==> config.mk <==
export PLATFORM = sky130hd
export DESIGN_NAME = ld_align_unit
export DESIGN_NICKNAME = d
export VERILOG_FILES = /design/src/rtl/ldal_pkg.sv /design/src/rtl/ldal_issue.sv /design/src/rtl/ldal_format.sv /design/src/rtl/ldal_ctrl.sv /design/src/rtl/ld_align_unit.sv
export SDC_FILE = /design/constraint.sdc
export NUM_CORES = 1
export LEC_CHECK = 0
export ABC_AREA = 1
export BUFFER_PORTS_ARGS = -buffer_cell sky130_fd_sc_hd__buf_2
export CORE_MARGIN = 4
export CORE_UTILIZATION = 50
export CTS_CLUSTER_SIZE = 16
export DETAILED_ROUTE_END_ITERATION = 16
export PLACE_DENSITY_LB_ADDON = 0.1
export SYNTH_ARGS = -nofsm -noshare
export SYNTH_HDL_FRONTEND = slang
export SYNTH_SLANG_ARGS = --single-unit
==> constraint.sdc <==
create_clock -name clk -period 2.77 [get_ports clk]
set_clock_uncertainty 0.1 [all_clocks]
set_input_delay 0.1385 -clock clk [delete_from_list [all_inputs] [get_ports clk]]
set_output_delay 0.1385 -clock clk [all_outputs]
set_load 0.01 [all_outputs]
==> src/rtl/ldal_pkg.sv <==
package ldal_pkg;

   typedef enum logic [1:0] {
      SZ_BYTE = 2'b00,
      SZ_HALF = 2'b01,
      SZ_WORD = 2'b10,
      SZ_RSVD = 2'b11
   } ld_size_e;

   typedef enum logic [2:0] {
      FMT_WORD_ROT,
      FMT_HALF_ZX,
      FMT_HALF_ZX_ROT,
      FMT_HALF_SX,
      FMT_BYTE_ZX,
      FMT_BYTE_SX
   } ld_fmt_e;

   typedef enum logic [1:0] {
      ST_IDLE,
      ST_REQ,
      ST_WAIT,
      ST_RESP
   } ld_state_e;

endpackage

==> src/rtl/ldal_issue.sv <==
module ldal_issue
   import ldal_pkg::*;
#(
   parameter int ADDR_W = 32
) (
   input  logic [ADDR_W-1:0] addr,
   input  logic [1:0]        size,
   input  logic              sgn,
   output ld_size_e          eff_size,
   output ld_fmt_e           fmt,
   output logic [ADDR_W-1:0] rd_addr
);

   always_comb begin
      eff_size = SZ_WORD;
      fmt      = FMT_WORD_ROT;
      case (ld_size_e'(size))
         SZ_BYTE: begin
            eff_size = SZ_BYTE;
            fmt      = sgn ? FMT_BYTE_SX : FMT_BYTE_ZX;
         end
         SZ_HALF: begin
            if (addr[0] && sgn) begin
               eff_size = SZ_BYTE;
               fmt      = FMT_BYTE_SX;
            end else if (addr[0]) begin
               eff_size = SZ_HALF;
               fmt      = FMT_HALF_ZX_ROT;
            end else begin
               eff_size = SZ_HALF;
               fmt      = sgn ? FMT_HALF_SX : FMT_HALF_ZX;
            end
         end
         default: begin
            eff_size = SZ_WORD;
            fmt      = FMT_WORD_ROT;
         end
      endcase
   end

   always_comb begin
      case (eff_size)
         SZ_WORD: rd_addr = {addr[ADDR_W-1:2], 2'b00};
         SZ_HALF: rd_addr = {addr[ADDR_W-1:1], 1'b0};
         default: rd_addr = addr;
      endcase
   end

endmodule

==> src/rtl/ldal_format.sv <==
module ldal_format
   import ldal_pkg::*;
#(
   parameter int DATA_W = 32
) (
   input  logic [DATA_W-1:0] word,
   input  logic [1:0]        lo,
   input  ld_fmt_e           fmt,
   output logic [DATA_W-1:0] result
);

   localparam int LANES = DATA_W / 8;

   logic [7:0]          lane [LANES];
   logic [7:0]          sel_byte;
   logic [15:0]         sel_half;
   logic [2*DATA_W-1:0] dbl;
   logic [DATA_W-1:0]   rot_word;

   for (genvar i = 0; i < LANES; i++) begin : g_lane
      assign lane[i] = word[8*i +: 8];
   end

   assign sel_byte = lane[lo];
   assign sel_half = lo[1] ? word[31:16] : word[15:0];
   assign dbl      = {word, word};
   assign rot_word = dbl[{lo, 3'b000} +: DATA_W];

   always_comb begin
      case (fmt)
         FMT_HALF_ZX:     result = {{(DATA_W-16){1'b0}}, sel_half};
         FMT_HALF_ZX_ROT: result = {sel_half[7:0], {(DATA_W-16){1'b0}}, sel_half[15:8]};
         FMT_HALF_SX:     result = {{(DATA_W-16){sel_half[15]}}, sel_half};
         FMT_BYTE_ZX:     result = {{(DATA_W-8){1'b0}}, sel_byte};
         FMT_BYTE_SX:     result = {{(DATA_W-8){sel_byte[7]}}, sel_byte};
         default:         result = rot_word;
      endcase
   end

endmodule

==> src/rtl/ldal_ctrl.sv <==
module ldal_ctrl
   import ldal_pkg::*;
#(
   parameter int ADDR_W = 32,
   parameter int DATA_W = 32
) (
   input  logic              clk,
   input  logic              rst_n,
   input  logic              req_valid,
   output logic              req_ready,
   input  logic [ADDR_W-1:0] in_addr,
   input  logic [1:0]        in_lo,
   input  ld_size_e          in_size,
   input  ld_fmt_e           in_fmt,
   output logic              mem_req,
   output logic [ADDR_W-1:0] mem_addr,
   output logic [1:0]        mem_size,
   input  logic              mem_ack,
   input  logic              mem_rvalid,
   output logic [1:0]        lo_q,
   output ld_fmt_e           fmt_q,
   input  logic [DATA_W-1:0] fmt_data,
   output logic              rsp_valid,
   input  logic              rsp_ready,
   output logic [DATA_W-1:0] rsp_data
);

   ld_state_e         state;
   logic [ADDR_W-1:0] addr_q;
   ld_size_e          size_q;
   logic [DATA_W-1:0] data_q;

   always_ff @(posedge clk) begin
      if (!rst_n) begin
         state  <= ST_IDLE;
         addr_q <= '0;
         size_q <= SZ_BYTE;
         fmt_q  <= FMT_WORD_ROT;
         lo_q   <= '0;
         data_q <= '0;
      end else begin
         case (state)
            ST_IDLE: if (req_valid) begin
               addr_q <= in_addr;
               size_q <= in_size;
               fmt_q  <= in_fmt;
               lo_q   <= in_lo;
               state  <= ST_REQ;
            end
            ST_REQ:  if (mem_ack) state <= ST_WAIT;
            ST_WAIT: if (mem_rvalid) begin
               data_q <= fmt_data;
               state  <= ST_RESP;
            end
            default: if (rsp_ready) state <= ST_IDLE;
         endcase
      end
   end

   assign req_ready = (state == ST_IDLE);
   assign mem_req   = (state == ST_REQ);
   assign mem_addr  = addr_q;
   assign mem_size  = size_q;
   assign rsp_valid = (state == ST_RESP);
   assign rsp_data  = data_q;


   idle_quiet_chk: assert property (@(posedge clk) disable iff (!rst_n)
      req_ready |-> (!rsp_valid && !mem_req));

   done_ready_chk: assert property (@(posedge clk) disable iff (!rst_n)
      (rsp_valid && rsp_ready) |=> req_ready);

   mem_hold_chk: assert property (@(posedge clk) disable iff (!rst_n)
      (mem_req && !mem_ack) |=> (mem_req && $stable(mem_addr) && $stable(mem_size)));

   word_align_chk: assert property (@(posedge clk) disable iff (!rst_n)
      (mem_req && mem_size == 2'b10) |-> (mem_addr[1:0] == 2'b00));

   half_align_chk: assert property (@(posedge clk) disable iff (!rst_n)
      (mem_req && mem_size == 2'b01) |-> (mem_addr[0] == 1'b0));

   rsp_hold_chk: assert property (@(posedge clk) disable iff (!rst_n)
      (rsp_valid && !rsp_ready) |=> (rsp_valid && $stable(rsp_data)));

endmodule

==> src/rtl/ld_align_unit.sv <==
module ld_align_unit
   import ldal_pkg::*;
#(
   parameter int ADDR_W = 32,
   parameter int DATA_W = 32
) (
   input  logic              clk,
   input  logic              rst_n,
   input  logic              req_valid,
   output logic              req_ready,
   input  logic [ADDR_W-1:0] req_addr,
   input  logic [1:0]        req_size,
   input  logic              req_signed,
   output logic              mem_req,
   output logic [ADDR_W-1:0] mem_addr,
   output logic [1:0]        mem_size,
   input  logic              mem_ack,
   input  logic              mem_rvalid,
   input  logic [DATA_W-1:0] mem_rdata,
   output logic              rsp_valid,
   input  logic              rsp_ready,
   output logic [DATA_W-1:0] rsp_data
);

   if (DATA_W != 32) begin : g_bad_data_w
      $error("ld_align_unit: DATA_W must be 32");
   end
   if (ADDR_W < 2) begin : g_bad_addr_w
      $error("ld_align_unit: ADDR_W must be at least 2");
   end

   ld_size_e          dec_size;
   ld_fmt_e           dec_fmt;
   logic [ADDR_W-1:0] dec_addr;
   logic [1:0]        lo_q;
   ld_fmt_e           fmt_q;
   logic [DATA_W-1:0] fmt_data;

   ldal_issue #(.ADDR_W(ADDR_W)) u_issue (
      .addr     (req_addr),
      .size     (req_size),
      .sgn      (req_signed),
      .eff_size (dec_size),
      .fmt      (dec_fmt),
      .rd_addr  (dec_addr)
   );

   ldal_ctrl #(.ADDR_W(ADDR_W), .DATA_W(DATA_W)) u_ctrl (
      .clk        (clk),
      .rst_n      (rst_n),
      .req_valid  (req_valid),
      .req_ready  (req_ready),
      .in_addr    (dec_addr),
      .in_lo      (req_addr[1:0]),
      .in_size    (dec_size),
      .in_fmt     (dec_fmt),
      .mem_req    (mem_req),
      .mem_addr   (mem_addr),
      .mem_size   (mem_size),
      .mem_ack    (mem_ack),
      .mem_rvalid (mem_rvalid),
      .lo_q       (lo_q),
      .fmt_q      (fmt_q),
      .fmt_data   (fmt_data),
      .rsp_valid  (rsp_valid),
      .rsp_ready  (rsp_ready),
      .rsp_data   (rsp_data)
   );

   ldal_format #(.DATA_W(DATA_W)) u_format (
      .word   (mem_rdata),
      .lo     (lo_q),
      .fmt    (fmt_q),
      .result (fmt_data)
   );

endmodule

==> results of run 1 <==
## flip-flops by register name (all words and copies together), names as in the netlist
name,count
u_ctrl.mem_addr,32
u_ctrl.fmt_q,3
u_ctrl.lo_q,2
u_ctrl.rsp_data,32
u_ctrl.state,2
u_ctrl.mem_size,2
## kinds of logic (layout without fill, tap and decap cells)
family | Yosys count | after routing | synth area share, %
AO/OA/AOI/OAI | 95 | 95 | 10.8
AND/OR/NAND/NOR | 472 | 472 | 45.1
flip-flops | 73 | 73 | 32.7
adder cells (fa/ha/maj) | 6 | 6 | 1.68
buffers and inverters | 92 | 247 | 9.71
## metal layers
metal / GRT usage (%) / wire length (µm) / vias to the layer above
met3: 5.35 / 705 / 34
met4: 9.89 / 415 / 0
met2: 46.1 / 6750 / 150
met1: 28.1 / 5120 / 2272
li1: - / - / 2602
met5: 0 / 0 / -
## layout by cell type (no fill, tap or decap), drive strengths merged
| cell type | instances |
|---|---|
| nand2 | 252 |
| nor2 | 156 |
| buf | 147 |
| o21ai | 85 |
| dfxtp | 73 |
| nand3 | 61 |
| inv | 50 |
| dlygate4sd3 | 33 |
| clkbuf | 10 |
| a21oi | 8 |
| ha | 6 |
| clkinv | 6 |
| nor3 | 2 |
| o211a | 1 |
| nand3b | 1 |
| o211ai | 1 |
| clkinvlp | 1 |
## Yosys cell counts, types with 2 or more instances
cell | number | area [µm²]
nand2_2 | 5 | 31.3
clkbuf_1 | 14 | 52.6
nand3_1 | 57 | 285
o21ai_0 | 75 | 375
buf_4 | 5 | 37.5
ha_1 | 6 | 75.1
nor2_4 | 12 | 135
nor2_1 | 134 | 503
buf_2 | 16 | 80.1
buf_6 | 4 | 45.0
o21ai_1 | 10 | 50.1
inv_1 | 44 | 165
nand3_2 | 3 | 30.0
nor3_1 | 2 | 10.0
dfxtp_1 | 73 | 1460
a21oi_1 | 8 | 40.0
nand2_1 | 246 | 923
nor2_2 | 10 | 62.6
inv_2 | 4 | 15.0
## repair_timing
| item | in CTS | in global routing |
|---|---|---|
| endpoints found under the setup margin | 0 | 0 |
| endpoints found under the hold margin | 34 | 0 |
| hold buffers | 33 | 0 |
| gates resized for setup | 0 | 0 |
## report_power, final
| part | internal [µW] | leakage, µW | switching, µW | total (µW) |
|---|---|---|---|---|
| sequential | 1300 | 0.000599 | 131 | 1430 |
| clock | 359 | 0.0000931 | 418 | 776 |
| combinational | 670 | 0.00234 | 1240 | 1910 |
## worst max-delay path, cell delays in order (launching register included)
cell	delay, ns
dfxtp_1	0.34
inv_1	0.08
ha_1	0.19
nand2_2	0.17
inv_2	0.60
nand2_1	0.22
nor2_4	0.13
nor2_2	0.03
## per-stage QoR
stage          power, µW  std cells  hold WS, ns  utilization, %  area, µm²
2_1_floorplan       2780        738        0.183               -       4470
3_3_place_gp        3270        952        0.275            58.7       5120
3_5_place_dp        3320        952        0.282            58.7       5120
4_1_cts             4140       1001       0.0113            64.6       5640
5_1_grt             4460       1001       0.0330            64.6       5640
6_report            4110       1001       0.0266            64.6       5640
## final timing paths
kind | slack (ns) | endpoint | depth (start not counted)
max reg2reg | 0.76 | u_ctrl.rsp_data[22]$_SDFFE_PN0P_ | 7
max | 0.76 | u_ctrl.rsp_data[22]$_SDFFE_PN0P_ | 7
min reg2reg | 0.38 | u_ctrl.mem_size[0]$_SDFFE_PN0P_ | 2
min | 0.03 | u_ctrl.mem_addr[0]$_SDFFE_PN0P_ | 3
## area by class of cell
type / instances / area, µm²
clock buffer: 10 / 138
clock inverter: 6 / 51.3
fill: 836 / 3080
inverter: 51 / 195
multi-input combinational: 573 / 2570
sequential: 73 / 1460
tap: 108 / 135
timing repair buffer: 180 / 1080
==> summary.txt, run 1 <==
CTS HTree Levels = 3
1st-iter DRT viols = 207
critical path class = flop to flop
routed wire length = 13000 µm
Power Density = 729 nW/µm²
fin nets = 967
vias per cell = 5.05
Worst-path clk slew = 0.08 ns
RePlAce Congestion = 0.839
CTS Buffer Depth = 2
area growth from synthesis to layout = 26.1%
pre-CTS setup slack = 0.785 ns
Setup crit end kind = flop
CP required = 2.90 ns
# IOs = 142
Critical Path AT = 2.14 ns
first-pass GRT wire length = 21300 µm
#FFs+latches synth = 73
top_reg_cell synth = dfxtp_1
RSZ-0062 raised after global routing = no
detailed-router iteration count before antenna repair = 5
GRT Util Overall = 25.1%
async set or reset register ratio after synthesis = 0%
Die Height = 103 µm
final setup vio count = 0
Hold Crit Class = input port to flop
# DRC = 0
CTS tree = yes
Antenna Nets Post-Route = 0
fmax = 498 MHz
syn_nets = 817
port bufs = 141
Setup TNS Final = 0 ns
Worst Path Max Fanout = 56
synthesized instance count = 738
CP Launch Point = u_ctrl.state[0]$_SDFFE_PN0P_
hold_sp = req_addr[0]
Yosys cell types = 29
Die Footprint = 10500 µm²
largest net degree at the start of global routing = 58
share of layout cells above drive strength 1 = 22.5%
synth warn = 0
Max Transition Viols Final = 0
GR Overflow Total = 0
Core Footprint = 8720 µm²
Syn Area/Cell = 6.06 µm²
Final Hold Fails = 0
Die X = 103 µm
routed length per instance = 13.0 µm
Skew-Pair Late Insertion Delay = 0.34 ns
initial antenna violation count = 0
Lkg Pwr = 0.00303 µW
Seq/Total Area, Yosys = 32.7%
nature of the critical path startpoint = flop
post-CTS repair timing setup buffer count = 0
via count = 5058
row count = 34
fin crit share = 72.5%
vias in the first global route = 4800
Initial Util = 51.3%
peak supply drop = 0.000467 V
ANT cells = 0
r2r startpoint = u_ctrl.state[0]$_SDFFE_PN0P_
setup ws final = 0.762 ns
clk sinks = 73
number of synthesized flops with an enable pin = 0
CTS Buf Count = 9
worst slew pin tran = 0.830 ns
CTS Root Cell = clkbuf_8
Final HPWL DP = 9180 µm
status = completed
Final min period = 2.01 ns
max capacitance violation total = 0
relative slew slack = 44.3%
Post-Syn Area = 4470 µm²
Power figures use the tool's default switching activity.
==> run 2, diff against run 1 <==
--- a/config.mk
+++ b/config.mk
@@ -8,7 +8,7 @@
 export ABC_AREA = 1
 export BUFFER_PORTS_ARGS = -buffer_cell sky130_fd_sc_hd__buf_2
 export CORE_MARGIN = 4
-export CORE_UTILIZATION = 50
+export CORE_UTILIZATION = 47
 export CTS_CLUSTER_SIZE = 16
 export DETAILED_ROUTE_END_ITERATION = 16
 export PLACE_DENSITY_LB_ADDON = 0.1
==> constraint.sdc (replaced) <==
create_clock -name clk -period 1.8 [get_ports clk]
set_clock_uncertainty 0.1 [all_clocks]
set_input_delay 0.09 -clock clk [delete_from_list [all_inputs] [get_ports clk]]
set_output_delay 0.09 -clock clk [all_outputs]
set_load 0.01 [all_outputs]
==> run 2 against run 1 <==
  * Count of clock-buffer cells in the layout stayed put
  * Worst hold slack gained 0.085 ns
  * Die area up 5.9%
  * Critical endpoint is now u_ctrl.mem_addr[26]$_SDFFE_PN0P_
  * Largest cell class unchanged
  * Highest routed layer unchanged
==> summary.txt, run 2 (synthesized netlist as in run 1, its figures left out) <==
status = completed
GR Overflow Total = 0 (unchanged)
CTS HTree Levels = 3 (unchanged)
relative slew slack = 67.8% (+24 points)
routed length per instance = 13.0 µm (+0.27%)
Die Footprint = 11100 µm² (+5.9%)
peak supply drop = 0.000746 V (+60%)
Final min period = 1.64 ns (-0.371 ns)
port bufs = 141 (unchanged)
Lkg Pwr = 0.00310 µW (+2.5%)
R2R cell count = 7 (unchanged)
Seq pwr share = 34.4% (-0.3 points)
share of layout cells above drive strength 1 = 23.3% (+0.83 points)
Hold Crit Class = input port to flop
fmax = 611 MHz (+23%)
Worst-path clk slew = 0.07 ns (about the same)
fill count = 886 (+6.0%)
routed wire length = 13400 µm (+3.5%)
worst reg2reg setup slack = 0.16 ns (-0.60 ns)
vias per cell = 5.04 (-0.30%)
fin crit share = 90.9% (+18 points)
via count = 5204 (+2.9%)
Setup TNS Final = 0 ns (unchanged)
nature of the critical path startpoint = flop
# IOs = 142 (unchanged)
fin nets = 979 (+1.2%)
RSZ-0062 raised after global routing = no
CTS Buf Count = 9 (unchanged)
Setup crit end kind = flop
first-pass GRT wire length = 22400 µm (+5.2%)
CTS Buffer Depth = 2 (unchanged)
largest net degree at the start of global routing = 58 (unchanged)
RR Endpoint = u_ctrl.mem_addr[26]$_SDFFE_PN0P_
Die X = 106 µm (+2.9%)
row count = 35 (+2.9%)
Critical Path AT = 1.81 ns (-0.33 ns)
Antenna Nets Post-Route = 0 (unchanged)
Worst Hold End = u_ctrl.mem_size[0]$_SDFFE_PN0P_
r2r startpoint = u_ctrl.state[0]$_SDFFE_PN0P_
RePlAce Congestion = 0.879 (+4.8%)
hold depth = 5 (+2)
crit path cell chain = inv_1, ha_1, nand2_1, buf_4, buf_6, o21ai_0, nor2_1
CP bufs+invs = 3 (+1)
Logic pwr share = 48.4% (+2.0 points)
1st-iter DRT viols = 295 (+43%)
Worst Path Max Fanout = 29 (-48%)
vias in the first global route = 4969 (+3.5%)
commonest non-fill, non-tap cells in the layout = nand2_1 (246), buf_2 (141), nor2_1 (134), o21ai_0 (75), dfxtp_1 (73)
area growth from synthesis to layout = 29.5%
post-CTS repair timing setup buffer count = 0 (unchanged)
worst slew pin tran = 0.482 ns (-0.347 ns)
GRT Util Overall = 24.1% (-0.98 points)
critical path class = flop to flop
# DRC = 0 (unchanged)
Skew-Pair Late Insertion Delay = 0.33 ns (about the same)
hold_sp = req_signed
most common cell after layout, fill and taps aside = nand2_1
Max Transition Viols Final = 0 (unchanged)
Core Footprint = 9240 µm² (+6.0%)
fin util = 62.7% (-2.0 points)
Final HPWL DP = 9660 µm (+5.2%)
max capacitance violation total = 0 (unchanged)
CTS Root Cell = clkbuf_8
detailed-router iteration count before antenna repair = 5 (unchanged)
ANT cells = 0 (unchanged)
initial antenna violation count = 0 (unchanged)
switch share = 42.5% (-0.89 points)
clk sinks = 73 (unchanged)
Internal = 3700 µW (+59%)
CTS tree = yes
Crit path largest cell delay = 0.39 ns (-0.21 ns)
CP required = 1.97 ns (-0.93 ns)
CP max stage cell = dfxtp_1
final setup vio count = 0 (unchanged)
cell family with most CP delay = buffers and inverters
Power Density = 1110 nW/µm² (+52%)
Clk pwr share = 17.2% (-1.7 points)
Die Height = 106 µm (+2.9%)
Initial Util = 48.4% (-2.9 points)
P_sw = 2740 µW (+53%)
Final Hold Fails = 0 (unchanged)
==> run 2: changes by cell type in the layout (fill, tap and decap cells not counted), sizes merged <==
cell / previous run / this run
clkinv: 6 / 7
clkinvlp: 1 / 0
inv: 50 / 49
dlygate4sd3: 33 / 34
buf: 147 / 158
==> run 2: cell type report <==
cell class | instances | area [µm²] | area share, %
Sequential cell | 73 | 1460 | 25.2
Tap cell | 129 | 161 | 2.79
Clock inverter | 5 | 32.5 | 0.562
Inverter | 51 | 195 | 3.37
Multi-Input combinational cell | 573 | 2570 | 44.5
Clock buffer | 10 | 138 | 2.38
Timing Repair Buffer | 192 | 1230 | 21.2
==> run 2: per-stage QoR <==
step | power (µW) | instance area (µm²) | instances | setup WS (ns) | hold WS [ns]
CTS | 6450 | 5790 | 1033 | 0.143 | 0.0860
detailed placement | 5270 | 5280 | 984 | 0.169 | 0.231
finish | 6430 | 5790 | 1033 | 0.163 | 0.111
global route | 6990 | 5790 | 1033 | 0.0267 | 0.119
global placement | 5190 | 5280 | 984 | 0.230 | 0.226
floorplan | 4280 | 4470 | 738 | 0.235 | 0.135
==> run 2: power by group through the flow <==
stage / Sequential, µW / Clock [µW] / Combinational, µW
final: 2210 / 1110 / 3110
after global routing: 2260 / 1220 / 3500
after CTS: 2210 / 1150 / 3090
after detailed placement: 2240 / 0 / 3030
after global placement: 2230 / 0 / 2970
after floorplan: 2380 / 0 / 1900
==> run 2: worst max path at each step <==
stage / startpoint / end / slack [ns] / cells after the start
floorplan: u_ctrl.state[0]$_SDFFE_PN0P_ / u_ctrl.rsp_data[21]$_SDFFE_PN0P_ / 0.24 / 8
CTS: u_ctrl.state[1]$_SDFFE_PN0P_ / u_ctrl.mem_addr[18]$_SDFFE_PN0P_ / 0.14 / 7
global route: u_ctrl.lo_q[1]$_SDFFE_PN0P_ / u_ctrl.rsp_data[16]$_SDFFE_PN0P_ / 0.03 / 7
detailed placement: u_ctrl.state[1]$_SDFFE_PN0P_ / u_ctrl.mem_addr[18]$_SDFFE_PN0P_ / 0.17 / 7
global placement: u_ctrl.lo_q[1]$_SDFFE_PN0P_ / u_ctrl.rsp_data[17]$_SDFFE_PN0P_ / 0.23 / 6
finish: u_ctrl.state[0]$_SDFFE_PN0P_ / u_ctrl.mem_addr[26]$_SDFFE_PN0P_ / 0.16 / 7
==> run 2: what timing repair did <==
item,CTS,global route
hold buffers,34,0
hold endpoints to repair,36,0
gates resized for setup,0,1
endpoints found under the setup margin,0,11
==> run 2: per-layer routing <==
metal  track usage (%)  wire (µm)
met1              27.1       5340
met2              43.7       6810
met3              4.84        784
met4              10.9        515
met5                 0          0
==> run 2: worst register-to-register path, stage by stage, from the launching register on <==
cell	delay [ns]
dfxtp_1	0.39
inv_1	0.08
ha_1	0.23
nand2_1	0.09
buf_4	0.18
buf_6	0.23
o21ai_0	0.16
nor2_1	0.13
